===== config.mk =====
export PLATFORM = sky130hd
export DESIGN_NAME = dacfe_top
export DESIGN_NICKNAME = d
export VERILOG_FILES = /design/src/rtl/dacfe_pkg.sv /design/src/rtl/dacfe_edge_sync.sv /design/src/rtl/dacfe_chan.sv /design/src/rtl/dacfe_load_ctrl.sv /design/src/rtl/dacfe_top.sv
export SDC_FILE = /design/constraint.sdc
export NUM_CORES = 1
export LEC_CHECK = 0
export BUFFER_PORTS_ARGS = -buffer_cell sky130_fd_sc_hd__buf_2
export CAP_MARGIN = 20
export CORE_MARGIN = 8
export CORE_UTILIZATION = 45
export CTS_BUF_LIST = sky130_fd_sc_hd__clkbuf_4 sky130_fd_sc_hd__clkbuf_8
export CTS_CLUSTER_SIZE = 40
export DETAILED_ROUTE_END_ITERATION = 7
export GPL_TIMING_DRIVEN = 0
export PLACE_DENSITY = 0.65
export SYNTH_ARGS = -nofsm -noshare
export SYNTH_HDL_FRONTEND = slang
export SYNTH_SLANG_ARGS = --single-unit

===== constraint.sdc =====
create_clock -name clk -period 2.99 [get_ports clk]
set_clock_uncertainty 0.15 [all_clocks]
set_input_delay 0.1495 -clock clk [delete_from_list [all_inputs] [get_ports clk]]
set_output_delay 0.1495 -clock clk [all_outputs]
set_load 0.01 [all_outputs]

===== src/rtl/dacfe_pkg.sv =====
package dacfe_pkg;
    localparam int REG_W    = 16;
    localparam int CODE_W   = 12;
    localparam int NARROW_W = 8;
    localparam int PAD_W    = CODE_W - NARROW_W;

    typedef enum logic [1:0] {
        LD_WRITE  = 2'd0,
        LD_GROUP  = 2'd1,
        LD_TRIG_A = 2'd2,
        LD_TRIG_B = 2'd3
    } load_sel_e;

    // control word, most significant field first
    typedef struct packed {
        logic       out_pin;    // 15
        logic [1:0] ref_pick;   // 14:13
        logic       narrow;     // 12 : 1 = 8-bit
        load_sel_e  load_sel;   // 11:10
        logic       cal_req;    // 9
        logic       span_1x;    // 8
        logic [2:0] amp_mode;   // 7:5
        logic       signed_in;  // 4
        logic       irq_en;     // 3
        logic       done_flag;  // 2
        logic       arm;        // 1
        logic       link_up;    // 0
    } ctl_t;

    typedef enum logic {
        CH_IDLE,
        CH_PEND
    } ch_state_e;

    function automatic logic [CODE_W-1:0] to_ladder(
        input logic [CODE_W-1:0] raw,
        input logic              narrow,
        input logic              signed_in
    );
        logic [CODE_W-1:0] c;
        if (narrow) begin
            c = {raw[NARROW_W-1:0], {PAD_W{1'b0}}};
        end else begin
            c = raw;
        end
        c[CODE_W-1] = c[CODE_W-1] ^ signed_in;
        return c;
    endfunction
endpackage


===== src/rtl/dacfe_edge_sync.sv =====
module dacfe_edge_sync #(
    parameter int STAGES = 2
) (
    input  logic clk,
    input  logic rst_n,
    input  logic async_in,
    output logic rise
);
    logic [STAGES:0] pipe_q;

    always_ff @(posedge clk or negedge rst_n) begin
        if (!rst_n) begin
            pipe_q <= '0;
        end else begin
            pipe_q <= {pipe_q[STAGES-1:0], async_in};
        end
    end

    assign rise = pipe_q[STAGES-1] & ~pipe_q[STAGES];
endmodule


===== src/rtl/dacfe_chan.sv =====
module dacfe_chan
    import dacfe_pkg::*;
(
    input  logic              clk,
    input  logic              rst_n,
    input  logic              ctl_wr,
    input  logic              dat_wr,
    input  logic              xfer,
    input  logic [REG_W-1:0]  wdata,
    output ctl_t              ctl_q,
    output logic [CODE_W-1:0] shadow_q,
    output logic [CODE_W-1:0] code_q,
    output logic              pend,
    output logic              load_q
);
    ch_state_e         state_q;
    ch_state_e         state_d;
    ctl_t              ctl_d;
    logic [CODE_W-1:0] shadow_d;
    logic [CODE_W-1:0] code_d;

    assign shadow_d = dat_wr ? wdata[CODE_W-1:0] : shadow_q;
    assign code_d   = to_ladder(shadow_d, ctl_q.narrow, ctl_q.signed_in);
    assign pend     = (state_q == CH_PEND);

    always_comb begin
        state_d = state_q;
        unique case (state_q)
            CH_IDLE: if (dat_wr && !xfer) state_d = CH_PEND;
            CH_PEND: if (xfer)            state_d = CH_IDLE;
            default:                      state_d = CH_IDLE;
        endcase
    end

    always_comb begin
        ctl_d = ctl_q;
        if (ctl_wr) ctl_d = ctl_t'(wdata);
        if (xfer)   ctl_d.done_flag = 1'b1;
    end

    always_ff @(posedge clk or negedge rst_n) begin
        if (!rst_n) begin
            state_q <= CH_IDLE;
        end else begin
            state_q <= state_d;
        end
    end

    always_ff @(posedge clk or negedge rst_n) begin
        if (!rst_n) begin
            ctl_q    <= '0;
            shadow_q <= '0;
            code_q   <= '0;
            load_q   <= 1'b0;
        end else begin
            ctl_q    <= ctl_d;
            shadow_q <= shadow_d;
            load_q   <= xfer;
            if (xfer) code_q <= code_d;
        end
    end
endmodule


===== src/rtl/dacfe_load_ctrl.sv =====
module dacfe_load_ctrl
    import dacfe_pkg::*;
#(
    parameter int NUM_CH = 2,
    localparam int CH_W  = (NUM_CH > 1) ? $clog2(NUM_CH) : 1
) (
    input  logic [NUM_CH-1:0]   link,
    input  logic [NUM_CH-1:0]   arm,
    input  logic [NUM_CH-1:0]   pend,
    input  logic [NUM_CH-1:0]   dat_wr,
    input  logic [2*NUM_CH-1:0] lsel,
    input  logic                rise_a,
    input  logic                rise_b,
    output logic [NUM_CH-1:0]   xfer
);
    logic [CH_W-1:0]   lead [NUM_CH];
    logic [NUM_CH-1:0] in_grp;
    logic [NUM_CH-1:0] all_pend;

    always_comb begin
        for (int i = 0; i < NUM_CH; i++) begin
            lead[i] = CH_W'(i);
            if (i > 0) begin
                if (link[(i > 0) ? i - 1 : 0]) lead[i] = lead[(i > 0) ? i - 1 : 0];
            end
        end
        for (int i = 0; i < NUM_CH; i++) begin
            in_grp[i] = (lead[i] != CH_W'(i)) || ((i < NUM_CH - 1) && link[i]);
        end
        for (int l = 0; l < NUM_CH; l++) begin
            all_pend[l] = 1'b1;
            for (int m = 0; m < NUM_CH; m++) begin
                if (lead[m] == CH_W'(l) && !pend[m]) all_pend[l] = 1'b0;
            end
        end
        xfer = '0;
        for (int i = 0; i < NUM_CH; i++) begin
            unique case (load_sel_e'(lsel[{lead[i], 1'b0} +: 2]))
                LD_WRITE:  xfer[i] = in_grp[i] ? (arm[lead[i]] && all_pend[lead[i]]) : dat_wr[i];
                LD_GROUP:  xfer[i] = arm[lead[i]] && (in_grp[i] ? all_pend[lead[i]] : pend[i]);
                LD_TRIG_A: xfer[i] = arm[lead[i]] && rise_a;
                LD_TRIG_B: xfer[i] = arm[lead[i]] && rise_b;
                default:   xfer[i] = 1'b0;
            endcase
        end
    end
endmodule


===== src/rtl/dacfe_top.sv =====
module dacfe_top
    import dacfe_pkg::*;
#(
    parameter int NUM_CH     = 2,
    parameter int SYNC_DEPTH = 2,
    localparam int CH_W      = (NUM_CH > 1) ? $clog2(NUM_CH) : 1
) (
    input  logic                     clk,
    input  logic                     rst_n,
    input  logic                     bus_we,
    input  logic [CH_W-1:0]          bus_ch,
    input  logic                     bus_is_data,
    input  logic [REG_W-1:0]         bus_wdata,
    input  logic [CH_W-1:0]          rd_ch,
    input  logic                     rd_is_data,
    output logic [REG_W-1:0]         rd_data,
    input  logic                     trig_a,
    input  logic                     trig_b,
    output logic [NUM_CH*CODE_W-1:0] ladder_code,
    output logic [NUM_CH-1:0]        ladder_load,
    output logic [NUM_CH-1:0]        irq
);
    ctl_t              ctl_v    [NUM_CH];
    logic [CODE_W-1:0] shadow_v [NUM_CH];
    logic [CODE_W-1:0] code_v   [NUM_CH];
    logic [NUM_CH-1:0] pend_v, link_v, arm_v, narrow_v, flag_v;
    logic [NUM_CH-1:0] ctl_wr_v, dat_wr_v, xfer_v;
    logic [2*NUM_CH-1:0] lsel_v;
    logic rise_a, rise_b;

    dacfe_edge_sync #(.STAGES(SYNC_DEPTH)) sync_a_i (
        .clk(clk), .rst_n(rst_n), .async_in(trig_a), .rise(rise_a));
    dacfe_edge_sync #(.STAGES(SYNC_DEPTH)) sync_b_i (
        .clk(clk), .rst_n(rst_n), .async_in(trig_b), .rise(rise_b));

    for (genvar i = 0; i < NUM_CH; i++) begin : g_ch
        assign ctl_wr_v[i] = bus_we && !bus_is_data && (bus_ch == CH_W'(i));
        assign dat_wr_v[i] = bus_we &&  bus_is_data && (bus_ch == CH_W'(i));

        dacfe_chan chan_i (
            .clk(clk), .rst_n(rst_n),
            .ctl_wr(ctl_wr_v[i]), .dat_wr(dat_wr_v[i]), .xfer(xfer_v[i]),
            .wdata(bus_wdata),
            .ctl_q(ctl_v[i]), .shadow_q(shadow_v[i]), .code_q(code_v[i]),
            .pend(pend_v[i]), .load_q(ladder_load[i]));

        assign link_v[i]              = ctl_v[i].link_up;
        assign arm_v[i]               = ctl_v[i].arm;
        assign narrow_v[i]            = ctl_v[i].narrow;
        assign flag_v[i]              = ctl_v[i].done_flag;
        assign lsel_v[2*i +: 2]       = ctl_v[i].load_sel;
        assign ladder_code[i*CODE_W +: CODE_W] = code_v[i];
        assign irq[i]                 = ctl_v[i].done_flag & ctl_v[i].irq_en;
    end

    dacfe_load_ctrl #(.NUM_CH(NUM_CH)) load_ctrl_i (
        .link(link_v), .arm(arm_v), .pend(pend_v), .dat_wr(dat_wr_v),
        .lsel(lsel_v), .rise_a(rise_a), .rise_b(rise_b), .xfer(xfer_v));

    always_comb begin
        rd_data = '0;
        for (int i = 0; i < NUM_CH; i++) begin
            if (rd_ch == CH_W'(i)) begin
                rd_data = rd_is_data ? {{(REG_W-CODE_W){1'b0}}, shadow_v[i]} : REG_W'(ctl_v[i]);
            end
        end
    end
endmodule


==> summary.md <==
| Metric | Value |
|---|---|
| Hold violation count in the final report | `0` |
| Die Width | `111 µm` |
| Kind of launch point of the worst setup path | `flip-flop` |
| Worst Tran Pin Value | `0.771 ns` |
| Commonest cells post-synth | `dfrtp_1 (90), mux2_2 (55), mux2i_1 (42)` |
| Detail-routed net length per standard cell | `19.2 µm` |
| Initial antenna violation count | `0` |
| Via count of the first global-routing pass | `2919` |
| Tmin final | `2.22 ns` |
| Clock root buffer master | `clkbuf_8` |
| Combinational fraction of design power | `0.311` |
| Fraction of the yosys area taken by sequential cells | `0.551` |
| Critical path peak fanout | `10` |
| Number of levels in the clock H-tree | `3` |
| Post-synthesis cell area | `4080 µm²` |
| Number of synthesized flops with an enable pin | `0` |
| Weighted congestion at the end of routability-driven global placement | `0.789` |
| Global routing usage summed across all routing layers | `0.161` |
| Number of sinks handled by clock tree synthesis | `90` |
| Final HPWL from detailed placement | `6990 µm` |
| Number of antenna repair diodes | `0` |
| Worst slack, placed | `0.751 ns` |
| Area leader, netlist | `dfrtp_1` |
| Final non-filler cell area | `4970 µm²` |
| Post-synthesis register bit count | `90` |
| Die area | `12400 µm²` |
| Number of standard cells after synthesis | `291` |
| Part of the power in the clock network | `0.226` |
| Total negative slack | `0 ns` |
| Worst Hold Class | `input port to asynchronous set/reset pin` |
| Pwr Density | `758 nW/µm²` |
| First-pass GRT wire length | `15700 µm` |
| Top cell type's share of synthesized area | `0.551` |
| CTS clock-pin slew for the worst setup and hold paths | `0.09 ns` |
| Worst-skew pair later-pin latency | `0.36 ns` |
| Number of distinct library cells after synthesis | `30` |
| Most frequently used flop master after synthesis | `dfrtp_1` |
| Cell Area, Placed | `4580 µm²` |
| Total length of routed wires | `9580 µm` |
| Worst hold slack | `0.138 ns` |
| Synthesized area per cell | `14.0 µm²` |
| Net total in the final layout | `413` |
| Chip height | `111 µm` |
| Share of post-route cells with drive strength above 1 | `0.418` |
| Router iterations before antenna repair | `4` |
| Final number of setup-violating endpoints | `0` |
| DRC violations left | `0` |
| Global route overflow | `0` |
| Peak VDD IR | `0.346 mV` |
| Count of max-cap constraint violations | `0` |
| Post-cts repair resize count | `0` |
| NetSw | `1170 µW` |
| Critical setup path kind | `flip-flop to primary output` |
| Synth area leaders | `dfrtp_1 (55%), mux2_2 (15%), mux2i_1 (10%), mux4_2 (7.7%), inv_1 (2.3%)` |
| Max-slew violation count | `0` |
| Area Overhead vs Synth | `21.6%` |
| Top achievable clock speed | `0.451 GHz` |
| Internal | `2590 µW` |
| Fillers | `775` |
| Result of the run | `finished clean` |
| TritonCTS clock tree | `built` |
| Via count | `2681` |
| Post-synthesis net count | `316` |
| Max Root-Sink Buffers | `2` |
| Synth warnings | `0` |
| Initial core utilization | `0.466` |
| Number of antenna-violating nets in the routed design | `0` |
| Critical Path End Type | `primary output` |
| Switching Share | `0.311` |
| Core box area | `8760 µm²` |
| Number of top-level pins | `69` |
| Largest net degree at the start of global routing | `56` |
| Worst max-slew margin expressed relative to the limit | `0.484` |
| Static power due to leakage | `0.00246 µW` |
| Violation count after the first detailed-route iteration | `66` |
| Final cycle utilization of the critical path | `0.741` |
| Cell with the most instances after synthesis | `dfrtp_1` |
| Setup Buffers After CTS | `0` |
| Reg power frac | `0.462` |
| Unrepaired setup endpoints after global routing | `no` |
| Async set-reset flop share out of synthesis | `1.00` |
| Worst Path Required | `2.69 ns` |
| Via density per instance | `5.36` |
| Number of port buffers | `66` |
| Std-Cell Rows | `34` |
| Number of buffers created by CTS | `9` |
| Crit path DAT | `1.92 ns` |
| Post-route worst setup slack | `0.774 ns` |
state kept, by name, summed over array words and instances (netlist names):
| name | count |
|---|---|
| g_ch.chan_i.ctl_q | 32 |
| sync_a_i.pipe_q | 3 |
| g_ch.chan_i.shadow_q | 24 |
| g_ch.chan_i.code_q | 24 |
| sync_b_i.pipe_q | 3 |
| g_ch.chan_i.load_q | 2 |
| g_ch.chan_i.pend | 2 |
worst max-delay path: stages, from the launching register on:
cell and delay (ns):
dfrtp_1 0.33, buf_1 0.27, clkbuf_1 0.53, mux2i_1 0.17, nor2_1 0.11, buf_2 0.14
routing by layer:
layer,global-route usage,share of wire,vias to the layer above
li1,-,-,1215
met1,0.208,0.45,1363
met2,0.250,0.48,88
met3,0.0476,0.055,15
met4,0.0542,0.017,0
met5,0,0,-
power by group through the flow:
stage | clock network [µW] | registers [µW] | logic (µW)
6_report | 852 | 1740 | 1170
3_5_place_dp | 0 | 1760 | 1180
3_3_place_gp | 0 | 1740 | 1160
2_1_floorplan | 0 | 1790 | 673
5_1_grt | 919 | 1780 | 1280
4_1_cts | 871 | 1740 | 1200
worst paths after layout:
| kind | end | start | cells after the start | slack [ns] |
|---|---|---|---|---|
| setup / recovery | rd_data[12] | g_ch[1].chan_i.ctl_q[12]$_DFFE_PN0P_ | 5 | 0.77 |
| hold / removal | sync_b_i.pipe_q[1]$_DFF_PN0_ | rst_n | 2 | 0.14 |
| hold reg to reg | sync_a_i.pipe_q[1]$_DFF_PN0_ | sync_a_i.pipe_q[0]$_DFF_PN0_ | 0 | 0.21 |
| max in group asynchronous | g_ch[1].chan_i.code_q[11]$_DFFE_PN0P_ | rst_n | 3 | 1.91 |
| setup reg to reg | g_ch[1].chan_i.code_q[8]$_DFFE_PN0P_ | g_ch[1].chan_i.ctl_q[10]$_DFFE_PN0P_ | 5 | 0.79 |
| min in group clk | g_ch[0].chan_i.ctl_q[4]$_DFFE_PN0P_ | bus_ch | 3 | 0.16 |
layout by cell type, fill, tap and decap left out, drive strengths merged:
cell type,synthesis,layout
a211oi,2,2
a21boi,1,1
a21oi,1,1
a22oi,1,1
a311oi,1,1
a31o,1,1
a32oi,1,1
and2,2,2
and3b,1,1
buf,12,79
bufinv,0,1
clkbuf,5,18
clkinvlp,0,1
dfrtp,90,90
dlygate4sd3,0,19
inv,25,25
mux2,55,55
mux2i,42,42
mux4,14,14
nand2,8,8
nand2b,1,1
nand3,2,2
nand3b,4,4
nor2,14,14
nor3b,1,1
o21a,1,1
o22ai,2,2
or3b,2,2
xor2,2,2
area by class of cell:
type / instances / area, µm² / area share
Sequential cell: 90 / 2250 / 0.453
Multi-Input combinational cell: 159 / 1650 / 0.331
Timing Repair Buffer: 86 / 551 / 0.111
Clock buffer: 13 / 160 / 0.0322
Tap cell: 108 / 135 / 0.0272
Inverter: 25 / 93.8 / 0.0189
Buffer: 17 / 91.3 / 0.0184
Clock inverter: 2 / 37.5 / 0.00756
per-stage QoR:
step                       util  std cells  power [µW]
after floorplan               -        291        2470
after global placement    0.519        465        2900
after detailed placement  0.523        466        2940
after CTS                 0.567        500        3810
after global routing      0.567        500        3990
final                     0.567        500        3760
logic make-up after synthesis:
kind of cell | after synthesis | share of synthesized area
buffers and inverters | 42 | 0.0453
xor gates and xnor gates | 2 | 0.00429
AOI/OAI and AO/OA | 11 | 0.0230
muxes | 111 | 0.332
DFF | 90 | 0.551
and+or+nand+nor | 35 | 0.0441
what timing repair did:
item / 4_1_cts / 5_1_grt
hold endpoints to repair: 88 / 0
hold buffers: 19 / 0
setup endpoints to repair: 0 / 0
Power figures use the tool's default switching activity.
